## src/rtl/irq_pkg.sv

```systemverilog
package irq_pkg;
  localparam int ADDR_W_DEF  = 16;
  localparam int OP_W_DEF    = 8;
  localparam int NMI_ADDR_DEF = 'h0066;
  // restart opcode layout: fixed high pair, target field, fixed low triple
  localparam int RST_FLD_LSB = 3;
  localparam int RST_FLD_W   = 3;
endpackage

```

## src/rtl/irq_nmi_latch.sv

```systemverilog
module irq_nmi_latch (
  input  logic clk,
  input  logic rst,
  input  logic boundary,
  input  logic nmi_edge,
  output logic nmi_hit
);
  logic pend_q;

  assign nmi_hit = boundary & (pend_q | nmi_edge);

  always_ff @(posedge clk) begin
    if (rst)          pend_q <= 1'b0;
    else if (nmi_hit) pend_q <= 1'b0;
    else if (nmi_edge) pend_q <= 1'b1;
  end
endmodule

```

## src/rtl/irq_enable_ff.sv

```systemverilog
module irq_enable_ff (
  input  logic clk,
  input  logic rst,
  input  logic boundary,
  input  logic ev_ei,
  input  logic ev_di,
  input  logic ev_retn,
  input  logic take_nmi,
  input  logic take_irq,
  output logic mask_open,
  output logic ie_main_q,
  output logic ie_saved_q
);
  logic main_evt, saved_evt;

  // enable state after the retiring instruction's own effect
  always_comb begin
    main_evt  = ie_main_q;
    saved_evt = ie_saved_q;
    if (boundary) begin
      if (ev_di) begin
        main_evt  = 1'b0;
        saved_evt = 1'b0;
      end else if (ev_ei) begin
        main_evt  = 1'b1;
        saved_evt = 1'b1;
      end else if (ev_retn) begin
        main_evt  = ie_saved_q;
      end
    end
  end

  // the enable instruction's own boundary stays closed
  assign mask_open = boundary & main_evt & ~ev_ei;

  always_ff @(posedge clk) begin
    if (rst) begin
      ie_main_q  <= 1'b0;
      ie_saved_q <= 1'b0;
    end else if (take_nmi) begin
      ie_saved_q <= main_evt;
      ie_main_q  <= 1'b0;
    end else if (take_irq) begin
      ie_saved_q <= 1'b0;
      ie_main_q  <= 1'b0;
    end else begin
      ie_main_q  <= main_evt;
      ie_saved_q <= saved_evt;
    end
  end
endmodule

```

## src/rtl/irq_rst_decode.sv

```systemverilog
module irq_rst_decode #(
  parameter int OP_W   = irq_pkg::OP_W_DEF,
  parameter int ADDR_W = irq_pkg::ADDR_W_DEF
) (
  input  logic [OP_W-1:0]   op_byte,
  output logic              is_rst,
  output logic [ADDR_W-1:0] target
);
  localparam int LSB   = irq_pkg::RST_FLD_LSB;
  localparam int FW    = irq_pkg::RST_FLD_W;
  localparam int MSB   = LSB + FW - 1;
  localparam int HI_W  = OP_W - MSB - 1;
  localparam int PAD_W = ADDR_W - FW - LSB;

  assign is_rst = (&op_byte[OP_W-1 -: HI_W]) & (&op_byte[LSB-1:0]);
  assign target = {{PAD_W{1'b0}}, op_byte[MSB:LSB], {LSB{1'b0}}};
endmodule

```

## src/rtl/irq_accept_ctrl.sv

```systemverilog
module irq_accept_ctrl #(
  parameter int ADDR_W = irq_pkg::ADDR_W_DEF,
  parameter int OP_W   = irq_pkg::OP_W_DEF,
  parameter logic [ADDR_W-1:0] NMI_ADDR = ADDR_W'(irq_pkg::NMI_ADDR_DEF)
) (
  input  logic              clk,
  input  logic              rst,
  input  logic              boundary,
  input  logic              ev_ei,
  input  logic              ev_di,
  input  logic              ev_retn,
  input  logic              ev_reti,
  input  logic              ev_rst,
  input  logic [OP_W-1:0]   op_byte,
  input  logic              int_req,
  input  logic              nmi_edge,
  output logic              irq_taken,
  output logic              nmi_taken,
  output logic              vec_valid,
  output logic [ADDR_W-1:0] vec_addr,
  output logic              reti_done,
  output logic              ie_main,
  output logic              ie_saved
);
  logic nmi_hit, mask_open, take_irq, rst_ok;
  logic [ADDR_W-1:0] rst_tgt;

  irq_nmi_latch u_nmi (
    .clk(clk), .rst(rst), .boundary(boundary),
    .nmi_edge(nmi_edge), .nmi_hit(nmi_hit)
  );

  assign take_irq = mask_open & int_req & ~nmi_hit;

  irq_enable_ff u_ie (
    .clk(clk), .rst(rst), .boundary(boundary),
    .ev_ei(ev_ei), .ev_di(ev_di), .ev_retn(ev_retn),
    .take_nmi(nmi_hit), .take_irq(take_irq),
    .mask_open(mask_open), .ie_main_q(ie_main), .ie_saved_q(ie_saved)
  );

  irq_rst_decode #(.OP_W(OP_W), .ADDR_W(ADDR_W)) u_dec (
    .op_byte(op_byte), .is_rst(rst_ok), .target(rst_tgt)
  );

  always_ff @(posedge clk) begin
    if (rst) begin
      irq_taken <= 1'b0;
      nmi_taken <= 1'b0;
      vec_valid <= 1'b0;
      vec_addr  <= '0;
      reti_done <= 1'b0;
    end else begin
      irq_taken <= take_irq;
      nmi_taken <= nmi_hit;
      reti_done <= boundary & ev_reti;
      if (nmi_hit) begin
        vec_valid <= 1'b1;
        vec_addr  <= NMI_ADDR;
      end else if (boundary & ev_rst & rst_ok) begin
        vec_valid <= 1'b1;
        vec_addr  <= rst_tgt;
      end else begin
        vec_valid <= 1'b0;
        vec_addr  <= '0;
      end
    end
  end
endmodule

```

## config.mk

```make
export PLATFORM = sky130hd
export DESIGN_NAME = irq_accept_ctrl
export DESIGN_NICKNAME = d
export VERILOG_FILES = /design/src/rtl/irq_pkg.sv /design/src/rtl/irq_nmi_latch.sv /design/src/rtl/irq_enable_ff.sv /design/src/rtl/irq_rst_decode.sv /design/src/rtl/irq_accept_ctrl.sv
export SDC_FILE = /design/constraint.sdc
export NUM_CORES = 1
export LEC_CHECK = 0
export ABC_CLOCK_PERIOD_IN_PS = 3400
export BUFFER_PORTS_ARGS = -buffer_cell sky130_fd_sc_hd__buf_2
export CAP_MARGIN = 20
export CORE_AREA = 4 4 41 43
export CTS_BUF_LIST = sky130_fd_sc_hd__clkbuf_4
export CTS_CLUSTER_DIAMETER = 100
export CTS_CLUSTER_SIZE = 28
export DETAILED_ROUTE_END_ITERATION = 12
export DIE_AREA = 0 0 45 47
export PLACE_DENSITY = 0.75
export SLEW_MARGIN = 20
export SYNTH_ARGS = -nofsm -noshare
export SYNTH_HDL_FRONTEND = slang
export SYNTH_SLANG_ARGS = --single-unit
```

## constraint.sdc

```tcl
create_clock -name clk -period 3.4 [get_ports clk]
set_input_delay 0.34 -clock clk [delete_from_list [all_inputs] [get_ports clk]]
set_output_delay 0.34 -clock clk [all_outputs]
set_load 0.005 [all_outputs]
```

==> results by stage <==
Outcome:
- The run finished with clean final reports.

Die:
- The initial cell density of the core is 0.374.
- The placeable core region is 1300 µm².
- The chip height is 47 µm.
- The floorplan step set the die width to 45 µm.
- During I/O placement, the number of pins put on the boundary was 40.
- The die covers 2120 µm².
- The floorplan has 13 rows.

Detailed routing:
- The ratio of routed vias to standard cells is 4.50.
- Summed over all layers, the routed wires come to 993 µm.
- The initial DRC count is 10.
- In the routed design, unresolved DRC markers number 0.
- The detail-routed net length per standard cell is 10.3 µm.
- Before antenna repair, the detailed router went through 4 iterations.
- The post-route antenna net violation count is 0.
- Detailed routing inserted a total of 432 vias.

Logic synthesis:
- The combinational family with the most area after synthesis is simple AND/OR/NAND/NOR gates.
- Of the total synthesized cell area, the portion taken by XOR and XNOR cells is 0.
- The sequential element share of the synthesized area is 0.411.
- Synthesis produced 53 cells.
- After synthesis, the mean cell area works out to 9.18 µm².
- The synthesized design contains 10 register bits.
- Of the total synthesized cell area, the portion taken by full adders, half adders and majority gates is 0.
- Yosys printed 0 warnings.
- Counting distinct cell types in the post-synthesis netlist gives 25.
- Of the total synthesized cell area, the portion taken by AND, OR, NAND and NOR gates is 0.239.
- The mapped cell area is 487 µm².
- Of the post-synthesis cell area, the part taken by muxes is 0.0206.
- The share of the synthesized area in compound gates (AO/OA/AOI/OAI) was 0.103.

STA:
- Setup repair after global routing left no endpoint under its margin.
- In the finished design, the share of the clock period the worst path needs comes to 0.343.
- The number of setup violations in the final report is 0.
- The count of final max-slew check failures came to 0.
- For the final routed database, the setup TNS stands at 0 ns.
- On the final layout, the worst clock skew is 0.00281 ns.
- Setup slack on the critical path of the routed design comes to 2.24 ns.
- The final hold violation count was 0.
- The top achievable clock speed is 859 MHz.
- The time the final worst path needs with I/O delays and setup is 1.16 ns.

CTS:
- Counting along the longest clock path gives a buffer depth of 2.
- The clock-pin slew on the worst setup and hold paths is 0.07 ns.
- The count of instances resized after the clock tree is built is 0.
- TritonCTS built the clock tree.
- The insertion delay to the later sink of the worst-skew pair is 0.25 ns.
- The number of setup buffers added after CTS is 0.
- In this run the number of H-tree levels came out at 1.
- In this run, post-CTS hold repair placed 0 buffers.
- The tree is rooted in a clkbuf_4.
- Clock tree synthesis inserted a total of 3 buffers.
- The TritonCTS sink count is 10.

Hold path:
- The number of cells on the worst hold path is 2.
- The worst min-delay path class is in -> reg.
- The worst hold path terminates at vec_addr[5].
- The launch point of the worst hold path is op_byte[5].

Worst setup path:
- The worst setup path is launched from a register.
- Counting cells, the worst reg-to-reg path comes to 4.
- By startpoint and endpoint, the worst setup path is classified as reg -> reg.
- The dominant delay contributor by cell family on the critical path is simple AND/OR/NAND/NOR gates.
- For flop-to-flop paths, the worst setup slack is 2.24 ns.
- Walking the worst path, the cells encountered are or3_1 > nor3_1 > a211o_1 > a31oi_1.
- At the worst endpoint, the arrival time is 1.30 ns.
- The largest single stage delay on the critical path is 0.39 ns.
- Together, buffers and inverters on the worst path number 0.
- The required time of the critical path is 3.54 ns.
- In this run the critical register-to-register path is captured at u_ie.ie_saved_q.
- The largest fanout on the critical path is 4.
- The type of destination of the critical path is a register.
- The highest-delay cell along the critical path is or3_1.
- The startpoint identified for the worst register-to-register timing path is u_nmi.pend_q.
- The start point of the critical path is u_nmi.pend_q.

Power and ir drop:
- The worst voltage drop across the vdd grid is 132 µV.
- The standby leakage power is 0.344 nW.
- The total power density per cell area is 389 nW/µm².

Global routing:
- Entering global routing, the biggest net connects 11 pins.
- The number of global-route vias before repair came to 362.
- The global-route wire length before repair is 1490 µm.
- After global routing the overflow that remains totals 0.
- The number of antenna violations at the first check in global routing is 0.
- The total global-route track usage is 0.0960.

Placed design:
- The cell area reported after detailed placement is 582 µm².
- The pre-CTS worst setup slack is 2.12 ns.
- The final weighted congestion of routability-driven global placement is 0.577.
- The detailed placer's ending HPWL is 843 µm.
- Input and output buffers added on the ports amount to 29.

Final layout:
- Fill cells in the final layout number 149.
- The most frequent standard cell in the layout excluding fill and tap cells is buf_2.
- The post-synthesis to final-layout area growth is 24.9%.
- With fillers left out, the area of the finished cells amounts to 608 µm².
- The count of nets after finishing is 100.
- The top cell types in the final layout, fill and taps aside, are buf_2, conb_1, dfxtp_1.
- The share of post-route cells with drive strength above 1 is 0.420.
- The repair_antennas step left the layout with diodes totalling 0.

Run:
- The tool flagged a number of max-cap violations equal to 0.
power breakdown:
part	internal, mW	switching (mW)
Clock	0.0422	0.0378
Combinational	0.0167	0.0167
Sequential	0.121	0.00231
Total	0.180	0.0568
through the flow:
stage          cells  utilization  hold slack (ns)  power [mW]
2_1_floorplan     62            -            0.409       0.152
3_3_place_gp      92        0.447            0.468       0.159
3_5_place_dp      92        0.447            0.475       0.159
4_1_cts           96        0.467            0.273       0.240
5_1_grt           96        0.467            0.275       0.252
6_report          96        0.467            0.278       0.237
how the worst max path moves through the flow:
stage,slack (ns),to,depth (start not counted)
final,2.24,u_ie.ie_saved_q,4
after global routing,2.12,u_ie.ie_saved_q,4
after CTS,2.24,u_ie.ie_saved_q,4
after detailed placement,2.12,u_ie.ie_saved_q,5
after global placement,2.16,u_ie.ie_saved_q,5
after floorplan,2.29,u_ie.ie_saved_q,4
sequential cells by signal, indices dropped and copies added, names as in the netlist:
signal,cells
vec_valid,1
u_nmi.pend_q,1
vec_addr,4
u_ie.ie_saved_q,1
irq_taken,1
reti_done,1
u_ie.ie_main_q,1
cells by family after synthesis:
family	Yosys count
flip-flops	10
buffers and inverters	15
other	1
AO/OA/AOI/OAI	8
AND/OR/NAND/NOR	18
multiplexers	1
cell usage after synthesis (all sizes together):
| library cell | instances | area share |
|---|---|---|
| buf | 14 | 0.21 |
| dfxtp | 10 | 0.41 |
| o21ai | 3 | 0.031 |
| and3 | 2 | 0.026 |
| nand2 | 2 | 0.015 |
| nand2b | 2 | 0.041 |
| nand4b | 2 | 0.036 |
| nor2 | 2 | 0.015 |
| nor3 | 2 | 0.021 |
| a211o | 1 | 0.018 |
| a21o | 1 | 0.015 |
| a21oi | 1 | 0.010 |
| a31oi | 1 | 0.013 |
| and3b | 1 | 0.018 |
| conb | 1 | 0.0077 |
| inv | 1 | 0.0077 |
| mux2i | 1 | 0.021 |
| nand4 | 1 | 0.013 |
| nor3b | 1 | 0.015 |
| nor4 | 1 | 0.013 |
| o31ai | 1 | 0.015 |
| or2 | 1 | 0.013 |
| or3 | 1 | 0.013 |
final cells by class:
cell class                 instances  area, µm²  share of cell area
timing repair buffer              29        145               0.239
tap                               15       18.8              0.0309
multi-input combinational         37        214               0.352
clock buffer                       3       22.5              0.0370
sequential                        10        200               0.329
clock inverter                     1       3.75             0.00617
inverter                           1       3.75             0.00617
routing by layer:
metal	vias up	wire, µm	part of all wire	track usage
li1	217	-	-	-
met1	180	382	0.38	0.120
met2	33	449	0.45	0.147
met3	2	142	0.14	0.0192
met4	0	18	0.018	0.0702
met5	-	0	0	0
Power figures use the tool's default switching activity.
